--- src/rtl/pcsel_pkg.sv ---
package pcsel_pkg;

    typedef enum logic [1:0] {
        PROF_NONE = 2'd0,
        PROF_ID1  = 2'd1,
        PROF_ID2  = 2'd2
    } prof_e;

    typedef enum logic {
        BS_IDLE = 1'b0,
        BS_OPEN = 1'b1
    } burst_e;

    localparam logic [15:0] ID1_VID = 16'h04B4;
    localparam logic [15:0] ID1_PID = 16'h8613;
    localparam logic [15:0] ID2_VID = 16'h0925;
    localparam logic [15:0] ID2_PID = 16'h3881;

    function automatic prof_e prof_next(prof_e p);
        prof_e n;
        unique case (p)
            PROF_NONE: n = PROF_ID1;
            PROF_ID1:  n = PROF_ID2;
            PROF_ID2:  n = PROF_NONE;
            default:   n = PROF_NONE;
        endcase
        return n;
    endfunction

endpackage

--- src/rtl/pcsel_edge.sv ---
module pcsel_edge (
    input  logic clk,
    input  logic init_n,
    input  logic level,
    output logic rise
);
    logic level_q;

    always_ff @(posedge clk or negedge init_n) begin
        if (!init_n) level_q <= 1'b0;
        else         level_q <= level;
    end

    assign rise = level & ~level_q;
endmodule

--- src/rtl/pcsel_window.sv ---
module pcsel_window #(
    parameter int WINDOW = 3000
) (
    input  logic clk,
    input  logic init_n,
    input  logic start,
    input  logic run,
    output logic expired
);
    localparam int TW = (WINDOW < 2) ? 1 : $clog2(WINDOW);
    localparam logic [TW-1:0] LAST = TW'(WINDOW - 1);

    logic [TW-1:0] ticks_q;

    always_ff @(posedge clk or negedge init_n) begin
        if (!init_n)                     ticks_q <= '0;
        else if (start)                  ticks_q <= '0;
        else if (run && ticks_q != LAST) ticks_q <= ticks_q + 1'b1;
    end

    assign expired = run && (ticks_q == LAST);
endmodule

--- src/rtl/pcsel_fsm.sv ---
module pcsel_fsm
    import pcsel_pkg::*;
#(
    parameter int BURST_LEN = 3,
    parameter int CNT_W     = 2
) (
    input  logic             clk,
    input  logic             init_n,
    input  logic             rise,
    input  logic             expired,
    output logic             start,
    output logic             run,
    output logic             burst_open,
    output logic [CNT_W-1:0] cnt,
    output prof_e            prof
);
    localparam logic [CNT_W-1:0] CNT_LAST = CNT_W'(BURST_LEN - 1);

    burst_e           state_q, state_d;
    logic [CNT_W-1:0] cnt_q, cnt_d;
    prof_e            prof_q, prof_d;

    // state register process
    always_ff @(posedge clk or negedge init_n) begin
        if (!init_n) begin
            state_q <= BS_IDLE;
            cnt_q   <= '0;
            prof_q  <= PROF_NONE;
        end else begin
            state_q <= state_d;
            cnt_q   <= cnt_d;
            prof_q  <= prof_d;
        end
    end

    // next-state logic
    always_comb begin
        state_d = state_q;
        cnt_d   = cnt_q;
        prof_d  = prof_q;
        start   = 1'b0;
        unique case (state_q)
            BS_IDLE: begin
                if (rise) begin
                    state_d = BS_OPEN;
                    cnt_d   = CNT_W'(1);
                    start   = 1'b1;
                end
            end
            BS_OPEN: begin
                if (rise) begin
                    if (cnt_q == CNT_LAST) begin
                        prof_d  = prof_next(prof_q);
                        cnt_d   = '0;
                        state_d = BS_IDLE;
                    end else begin
                        cnt_d = cnt_q + 1'b1;
                    end
                end else if (expired) begin
                    cnt_d   = '0;
                    state_d = BS_IDLE;
                end
            end
            default: begin
                state_d = BS_IDLE;
                cnt_d   = '0;
            end
        endcase
    end

    assign run        = (state_q == BS_OPEN);
    assign burst_open = (state_q == BS_OPEN);
    assign cnt        = cnt_q;
    assign prof       = prof_q;
endmodule

--- src/rtl/pcsel_top.sv ---
module pcsel_top
    import pcsel_pkg::*;
#(
    parameter int TICKS_PER_SEC = 1000,
    parameter int WINDOW_SEC    = 3,
    parameter int BURST_LEN     = 3
) (
    input  logic        clk,
    input  logic        store_init_n,
    input  logic        power_ok,
    output logic [1:0]  prof_code,
    output logic [15:0] vid,
    output logic [15:0] pid
);
    localparam int WINDOW = TICKS_PER_SEC * WINDOW_SEC;
    localparam int CNT_W  = $clog2(BURST_LEN + 1);

    logic             edge_rise;
    logic             win_start;
    logic             win_run;
    logic             win_expired;
    logic             burst_open;
    logic [CNT_W-1:0] burst_cnt;
    prof_e            prof;

    pcsel_edge u_edge (
        .clk    (clk),
        .init_n (store_init_n),
        .level  (power_ok),
        .rise   (edge_rise)
    );

    pcsel_window #(.WINDOW(WINDOW)) u_win (
        .clk     (clk),
        .init_n  (store_init_n),
        .start   (win_start),
        .run     (win_run),
        .expired (win_expired)
    );

    pcsel_fsm #(.BURST_LEN(BURST_LEN), .CNT_W(CNT_W)) u_fsm (
        .clk        (clk),
        .init_n     (store_init_n),
        .rise       (edge_rise),
        .expired    (win_expired),
        .start      (win_start),
        .run        (win_run),
        .burst_open (burst_open),
        .cnt        (burst_cnt),
        .prof       (prof)
    );

    // output process
    always_comb begin
        prof_code = prof;
        unique case (prof)
            PROF_ID1: begin vid = ID1_VID; pid = ID1_PID; end
            PROF_ID2: begin vid = ID2_VID; pid = ID2_PID; end
            default:  begin vid = 16'h0000; pid = 16'h0000; end
        endcase
    end
endmodule

--- config.mk ---
export PLATFORM = sky130hd
export DESIGN_NAME = pcsel_top
export DESIGN_NICKNAME = d
export VERILOG_FILES = /design/src/rtl/pcsel_pkg.sv /design/src/rtl/pcsel_edge.sv /design/src/rtl/pcsel_window.sv /design/src/rtl/pcsel_fsm.sv /design/src/rtl/pcsel_top.sv
export SDC_FILE = /design/constraint.sdc
export NUM_CORES = 1
export LEC_CHECK = 0
export ABC_AREA = 0
export BUFFER_PORTS_ARGS = -buffer_cell sky130_fd_sc_hd__buf_2
export CAP_MARGIN = 30
export CORE_MARGIN = 8
export CORE_UTILIZATION = 36
export DETAILED_ROUTE_END_ITERATION = 12
export PLACE_DENSITY = 0.73
export SYNTH_ARGS = -nofsm -noshare
export SYNTH_HDL_FRONTEND = slang
export SYNTH_HIERARCHICAL = 1
export SYNTH_SLANG_ARGS = --single-unit
--- constraint.sdc ---
create_clock -name clk -period 1.5 [get_ports clk]
set_clock_uncertainty 0.1 [all_clocks]
set_input_delay 0 -clock clk [delete_from_list [all_inputs] [get_ports clk]]
set_output_delay 0 -clock clk [all_outputs]
set_load 0.1 [all_outputs]
# Word level (Yosys, flattened, before mapping)
# Index checks and enable logic that the tools add are counted.
[word_totals]
reg_bits = 18
out_inout_bits = 34
elab_cells = 39
[classes]
addsub = 2
eq_ne = 7
mux = 16
n_bitwise = 3
n_reduce_logical = 6
[ops]
columns = ["op", "n"]
rows = [
  ["16-bit one-hot mux with 2 select lines", 1],
  ["12-bit two-way mux", 2],
  ["12-bit one-hot mux with 2 select lines", 1],
  ["12-bit by 1-bit adder with 12-bit output (second input constant)", 1],
  ["12-bit == test (second input constant)", 1],
  ["12-bit != test (second input constant)", 1],
  ["2-bit two-way mux", 4],
  ["2-bit one-hot mux with 2 select lines", 2],
  ["1-bit two-way mux", 5],
  ["2-bit == test (second input constant)", 2],
  ["3-bit by 2-bit != test with 1-bit output (second input constant)", 1],
  ["3-bit AND reduction", 1],
  ["2-bit by 1-bit adder with 2-bit output (second input constant)", 1],
  ["2-bit by 1-bit == test with 1-bit output (second input constant)", 1],
  ["1-bit logical AND", 2],
  ["2-bit logical NOT", 1],
  ["2-bit != test (second input constant)", 1],
  ["1-bit inverter", 2],
  ["1-bit one-hot mux with 2 select lines", 1],
  ["2-bit AND reduction", 1],
  ["2-bit nonzero test", 1],
  ["1-bit bitwise AND", 1],
]

# Depth between registers and ports, before layout
# Gate-level depths: netlist of the first run.
[logic_depth]
ltp_word = 5
ltp_mapped = 6

# Cells and area by module
# The synthesis of the first run kept the hierarchy.
[by_module_without_submodules]
columns = ["module", "n_inst", "cells_per_inst", "area_each_um2", "seq_area_each_um2"]
rows = [
  ["pcsel_window", 1, 65, 635.6, 300.3],
  ["pcsel_top", 1, 35, 257.7, 0.0],
  ["pcsel_fsm", 1, 21, 247.7, 125.1],
  ["pcsel_edge", 1, 2, 38.8, 25.0],
]

# Worst setup path after synthesis of the first run
# No wires, ideal clock.
[synth_timing]
kind = "register to output"
from = "reg u_fsm.prof_q[0] (netlist: u_fsm/prof[0])"
to = "out pid[10]"
arrival_ps = 2449
t_required_ps = 1400
setup_slack_ps = -1049
path_stages_with_launch = 3
cell_sequence = "dfrtp_1 -> ha_1 -> buf_4"
[synth_via]
elab_chain_len = 2
word_cells_on_any_way = 3
classes_between = "eq/ne (2); mux (1)"
[synth_lines]
columns = ["item", "line_no", "source"]
rows = [
  ["from (decl)", "pcsel_fsm.sv:21", "prof_e prof_q, prof_d;"],
  ["from (signal assigned)", "pcsel_fsm.sv:32", "prof_q <= prof_d;"],
  ["2-bit == test or 2-bit by 1-bit == test with 1-bit output (tied branches)", "pcsel_top.sv:56", "unique case (prof)"],
  ["16-bit one-hot mux with 2 select lines *", "pcsel_top.sv:56", ""],
  ["to (decl)", "pcsel_top.sv:13", "output logic [15:0] pid"],
]
# Mark *: on every way between the ends. The rest lies on a longest branch, timed or not.

# Final worst setup path of the first run
[layout_timing]
from = "reg u_win.ticks_q[3]"
to = "reg u_fsm.cnt_q[0] (netlist: u_fsm/cnt[0])"
[layout_via]
elab_chain_len = 4
[layout_lines]
columns = ["item", "line_no", "source"]
rows = [
  ["from (decl)", "pcsel_window.sv:13", "logic [TW-1:0] ticks_q;"],
  ["from (signal assigned)", "pcsel_window.sv:18", "else if (run && ticks_q != LAST) ticks_q <= ticks_q + 1'b1;"],
  ["12-bit == test", "pcsel_window.sv:21", "assign expired = run && (ticks_q == LAST);"],
  ["1-bit logical AND", "pcsel_window.sv:21", ""],
  ["named net win_expired", "pcsel_top.sv:21", "logic win_expired;"],
  ["3-bit by 2-bit != test with 1-bit output (no line)", "n/a", ""],
  ["2-bit AND reduction (no line)", "n/a", ""],
  ["to (signal assigned)", "pcsel_fsm.sv:31", "cnt_q <= cnt_d;"],
  ["to (decl)", "pcsel_fsm.sv:20", "logic [CNT_W-1:0] cnt_q, cnt_d;"],
]
# The timed path passes the listed nets, and every way through them passes these cells.
# A chain may end at the register's enable or synchronous reset.

==> flow_summary.toml, run 1 <==
[outcome]
run_status = "finished with violations"
violations = "setup timing"

[clock_network]
cts_sinks = 18
cts_max_path_buffers = 2
cts-root-buf = "clkbuf_4"
cts_tree = "done"
clk_latency_ps = 290
cts_buffers = 3
clkTransAtPathRegs_ps = 100
htreeDepth = 1

[finish]
antenna_cells = 0
areaGrowthSynthToFinish_pct = 50.7
nets = 164
layout-drive-gt1-share = 0.484
instances_no_fill = 201

[setup_path]
path_cells = "or3_4 > nor3_4 > and2_4 > o21ai_1 > a22o_1"
cp_slowest_cell = "dfrtp_1"
cp_slowest_stage_delay_ps = 410
ff2ff_path_depth = 5
worstReg2RegStart = "u_win/ticks_q[3]$_DFFE_PN0P_"
worst-r2r-setup-slack_ps = -210
cp.required_ps = 1590
worstSetupPathType = "reg -> reg"
start_kind = "register"
worstReg2RegEnd = "u_fsm/cnt[0]$_DFFE_PN0P_"
cp_max_fo = 3
cp-end-kind = "register"
crit_arrival_ps = 1800

[timing]
setup-tns-final_ps = -1300
finalCritPeriodShare = 1.14
drv_slew = 0
finalCriticalPeriod_ps = 1710
max_freq_ghz = 0.585
hold_viol = 0
rsz0062_at_grt = "true"
setup_ws_ps = -208
setup_viol = 13

[place]
port-buffer-count = 22
dp_hpwl_microns = 2030
routabilityCongestion = 0.814
placedCellCount = 187

[synthesis]
yosysWarnings = 6
yosys-top-cells-count = "buf_4 (30), dfrtp_1 (18), nor2_1 (12)"
synth_area_leaders = "dfrtp_1 (38%), buf_4 (19%), xor2_1 (4.5%), nor2_1 (3.8%), ha_1 (3.2%)"
post-synth-top-count-cell = "buf_4"
synth_seq_cells = 18
synth_top_area_share = 0.382
synth_edf_count = 0
yosysSeqAreaShare = 0.382
syn_area_sq_mm = 0.00118
yosys.area.top_type = "dfrtp_1"
synth_cells = 123
synth_flop_cell = "dfrtp_1"
yosys.cell_types.count = 31
synth-async-reset-ratio = 1.00
avgSynthCellArea_sq_um = 9.59

[routing]
num_vias = 938
route.detailed.drc = 0
routedWlPerCell_microns = 14.4
drt_wl_total_microns = 2900
viasPerCell = 4.67
drt_first_iter_violations = 17
final_antenna_net_count = 0
drt_first_pass_iters = 4

[worst_hold_path]
holdCritPathClass = "in -> async"

[floorplan]
die_w_microns = 73.3
die_h_microns = 73.3
dieArea_sq_mm = 0.00537
io_pins = 37
initial_core_util = 0.383
rows = 20
core-area_sq_mm = 0.00308

[grt]
grt_usage = 0.105
grt_max_degree = 19
antenna_found_initial = 0
gr-total-overflow = 0
first_global_vias = 1004
met2_usage = 0.194
busiest_layer = "met2"
grt_first_pass_wirelength_microns = 4420
grt_util_met1 = 0.102
grt_use_met3 = 0.0245

[run]
cap_violations = 0
==> sequential cells by signal (all words and copies together) (netlist names) <==
signal,cells
u_fsm/prof,2
u_fsm/cnt,2
u_fsm/burst_open,1
u_edge/level_q,1
u_win/ticks_q,12
==> placed cells by master, fill, tap and decap left out, types with 2 or more instances in the layout <==
cell and n:
a21oi_1 2, a21oi_2 2, and2_4 2, buf_12 18, buf_2 4, buf_4 19
buf_6 4, clkbuf_4 3, conb_1 14, dfrtp_1 16, dfrtp_4 2, dlygate4sd3_1 2
ha_4 2, inv_2 2, mux2_4 3, nand2_1 7, nand3_1 3, nand4_1 4
nor2_1 10, nor2_2 2, nor2b_1 3, o21ai_0 3, or3_4 2, xor2_1 6
==> routing by layer <==
layer  vias up  routed length [microns]
li1        436                        -
met1       442                     1070
met2        48                     1500
met3        12                      216
met4         0                      103
met5         -                        0
==> through the flow <==
stage                     setup slack (ps)   util  instance area, sq um  hold slack (ps)
after floorplan                       -388      -                  1320             -396
after global placement               -99.4  0.521                  1600             -159
after detailed placement              -169  0.521                  1600             -145
after CTS                             -121  0.560                  1720             58.4
after global routing                  -243  0.578                  1780             80.3
final                                 -208  0.578                  1780             57.9
==> cells by family (layout without fill, tap and decap cells) <==
group	after synthesis	after routing	synth area share
buffers and inverters	35	56	0.211
AO/OA/AOI/OAI	11	11	0.0668
other	1	14	0.00318
multiplexers	4	4	0.0435
adder cells (fa/ha/maj)	3	3	0.0318
AND/OR/NAND/NOR	45	45	0.217
flip-flops	18	18	0.382
XOR/XNOR	6	6	0.0445
==> critical path: cells and delay by family, from the launching register on <==
kind             cells  cell delay (ps)
AND/OR/NAND/NOR      3              820
AO/OA/AOI/OAI        2              280
flip-flops           1              410
==> what timing repair did <==
item,4_1_cts,5_1_grt
endpoints found under the setup margin,21,31
buffers inserted,6,5
endpoints found under the hold margin,19,0
hold buffers,2,0
gates resized for setup,7,10
pin swaps,6,13
==> how the worst max path moves through the flow <==
stage / start / endpoint / slack [ps] / cells past startpoint
after floorplan: u_fsm/prof[0]$_DFFE_PN0P_ / vid[2] / -390 / 4
after detailed placement: u_win/ticks_q[1]$_DFFE_PN0P_ / u_fsm/cnt[0]$_DFFE_PN0P_ / -170 / 6
after CTS: u_win/ticks_q[10]$_DFFE_PN0P_ / u_fsm/cnt[0]$_DFFE_PN0P_ / -120 / 5
final: u_win/ticks_q[3]$_DFFE_PN0P_ / u_fsm/cnt[0]$_DFFE_PN0P_ / -210 / 5
after global routing: u_win/ticks_q[1]$_DFFE_PN0P_ / u_fsm/cnt[0]$_DFFE_PN0P_ / -240 / 7
after global placement: u_win/ticks_q[10]$_DFFE_PN0P_ / u_fsm/cnt[0]$_DFFE_PN0P_ / -100 / 5
==> cell type report <==
cell class              count  area [sq um]
clock buffers               4          26.3
fillers                   255          1300
inverters                   4          18.8
multi-input cells          83           604
flip-flops and latches     18           458
well taps                  44          55.1
repair buffers             48           616
Power of run 1 is not shown: default switching activity piles up to over one toggle a cycle in this logic, so the estimate is an artifact.
==> inputs of run 2 (changes only) <==
--- a/config.mk
+++ b/config.mk
@@ -5,13 +5,14 @@
 export SDC_FILE = /design/constraint.sdc
 export NUM_CORES = 1
 export LEC_CHECK = 0
-export ABC_AREA = 0
+export ABC_AREA = 1
 export BUFFER_PORTS_ARGS = -buffer_cell sky130_fd_sc_hd__buf_2
 export CAP_MARGIN = 30
 export CORE_MARGIN = 8
 export CORE_UTILIZATION = 36
 export DETAILED_ROUTE_END_ITERATION = 12
-export PLACE_DENSITY = 0.73
+export PLACE_DENSITY = 0.72
+export SKIP_LAST_GASP = 1
 export SYNTH_ARGS = -nofsm -noshare
 export SYNTH_HDL_FRONTEND = slang
 export SYNTH_HIERARCHICAL = 1
==> flow_summary.toml, run 2 <==
[place]
dp_hpwl_microns = 2190
port-buffer-count = 22
placedCellCount = 250
routabilityCongestion = 0.820

[grt]
grt_first_pass_wirelength_microns = 4860
gr-total-overflow = 0
grt_max_degree = 19
first_global_vias = 1070
grt_usage = 0.0981
antenna_found_initial = 0

[synthesis]
yosysWarnings = 6
yosys.cell_types.count = 23
syn_area_sq_mm = 0.00135
synth_cells = 190
yosys.area.top_type = "dfrtp_1"
avgSynthCellArea_sq_um = 7.13
synth_area_leaders = "dfrtp_1 (33%), buf_4 (17%), nand2_1 (15%), nand3_1 (5.5%), inv_1 (5.3%)"
synth_top_area_share = 0.333
post-synth-top-count-cell = "nand2_1"
synth_edf_count = 0
synth-async-reset-ratio = 1.00
synth_seq_cells = 18
yosysSeqAreaShare = 0.333
synth_flop_cell = "dfrtp_1"
yosys-top-cells-count = "nand2_1 (55), buf_4 (31), inv_1 (19)"

[routing]
viasPerCell = 4.59
routedWlPerCell_microns = 12.1
drt_wl_total_microns = 3140
num_vias = 1190
drt_first_iter_violations = 46
route.detailed.drc = 0
final_antenna_net_count = 0
drt_first_pass_iters = 4

[worst_hold_path]
holdCritPathClass = "in -> async"

[finish]
largest-register = "u_win/ticks_q"
utilization = 0.517
layout-drive-gt1-share = 0.332
areaGrowthSynthToFinish_pct = 38.8
regArea_sq_um = 463
layout_common_cells = "nand2_1 (50), buf_12 (18), inv_1 (16)"
antenna_cells = 0
instances_no_fill = 259
final_common_cell = "nand2_1"
multi_input_comb_area_sq_um = 703
largest_register_ffs = 12
nets = 218
nFillCells = 338

[setup_path]
crit_arrival_ps = 1640
worstSetupPathType = "reg -> reg"
critPathBufInv = 1
cp_max_fo = 8
crit_top_cell = "nor2_4"
cp-end-kind = "register"
worst-r2r-setup-slack_ps = -40
cp.required_ps = 1600
path_cells = "ha_4 > nand2_4 > nor2_4 > nand2_2 > nor2_4 > nor2_4 > buf_6 > nand4_1 > nand2_2"
crit_family = "simple AND/OR/NAND/NOR gates"
start_kind = "register"
cp_slowest_stage_delay_ps = 420
cp_slowest_cell = "dfrtp_1"

[run]
cap_violations = 0

[outcome]
violations = "setup timing"
run_status = "finished with violations"

[clock_network]
cts_max_path_buffers = 2
clk_latency_ps = 260
clkTransAtPathRegs_ps = 70
cts_sinks = 18
cts_tree = "done"
cts_buffers = 3
htreeDepth = 1
cts-root-buf = "clkbuf_8"

[floorplan]
die_w_microns = 77.3
core-area_sq_mm = 0.00363
initial_core_util = 0.373
io_pins = 37
die_h_microns = 77.3
rows = 22
dieArea_sq_mm = 0.00598

[timing]
setup_ws_ps = -39.8
drv_slew = 0
setup_viol = 6
rsz0062_at_grt = "true"
hold_viol = 0
max_freq_ghz = 0.649
finalCritPeriodShare = 1.03
finalCriticalPeriod_ps = 1540
==> run 2: cell type report <==
cell class                      instances  share of cell area
Clock buffer                            4              0.0240
Inverter                               20              0.0419
Multi-Input combinational cell        131               0.374
Sequential cell                        18               0.246
Tap cell                               48              0.0320
Timing Repair Buffer                   38               0.282
==> run 2: worst paths after layout <==
| path | end | cells after the start | from |
|---|---|---|---|
| min in group clk | u_edge/level_q$_DFF_PN0_ | 2 | power_ok |
| hold / removal | u_win/ticks_q[0]$_DFFE_PN0P_ | 2 | store_init_n |
| setup / recovery | u_win/ticks_q[9]$_DFFE_PN0P_ | 9 | u_win/ticks_q[0]$_DFFE_PN0P_ |
| hold reg to reg | u_fsm/cnt[1]$_DFFE_PN0P_ | 2 | u_fsm/cnt[1]$_DFFE_PN0P_ |
| max in group asynchronous | u_fsm/prof[1]$_DFFE_PN0P_ | 2 | store_init_n |
| setup reg to reg | u_win/ticks_q[9]$_DFFE_PN0P_ | 9 | u_win/ticks_q[0]$_DFFE_PN0P_ |
==> run 2: kinds of logic (layout without fill, tap and decap cells) <==
group / after synthesis / count (layout) / share of synthesized area
XOR/XNOR: 3 / 3 / 0.0194
flip-flops: 18 / 18 / 0.333
buffers and inverters: 55 / 62 / 0.246
AND/OR/NAND/NOR: 107 / 108 / 0.360
adder cells (fa/ha/maj): 3 / 3 / 0.0277
other: 1 / 14 / 0.00277
AO/OA/AOI/OAI: 3 / 3 / 0.0111
==> run 2: what timing repair did <==
| item | CTS | global route |
|---|---|---|
| cloned | 1 | 0 |
| buffers inserted | 2 | 0 |
| gates resized for setup | 4 | 18 |
| hold buffers | 2 | 0 |
| setup endpoints to repair | 15 | 26 |
| pin swaps | 3 | 13 |
| endpoints found under the hold margin | 19 | 0 |
==> run 2: metrics by stage <==
step	hold slack (ps)	area, sq um	setup WS (ps)	TNS, ps
final	116	1880	-39.8	-131
after global placement	-148	1720	-17.8	-32.6
after detailed placement	-147	1720	-56.0	-429
after global routing	141	1880	-123	-1570
after floorplan	-396	1480	-390	-2850
after CTS	108	1820	-27.2	-83.1
==> run 2: layer usage <==
| metal | vias to the layer above | routed length, microns | GRT usage |
|---|---|---|---|
| met1 | 546 | 1330 | 0.109 |
| met4 | 0 | 63 | 0.0755 |
| met2 | 49 | 1580 | 0.160 |
| met3 | 4 | 162 | 0.0210 |
| li1 | 591 | - | - |
| met5 | - | 0 | 0 |
Power of run 2 is left out for the same reason.
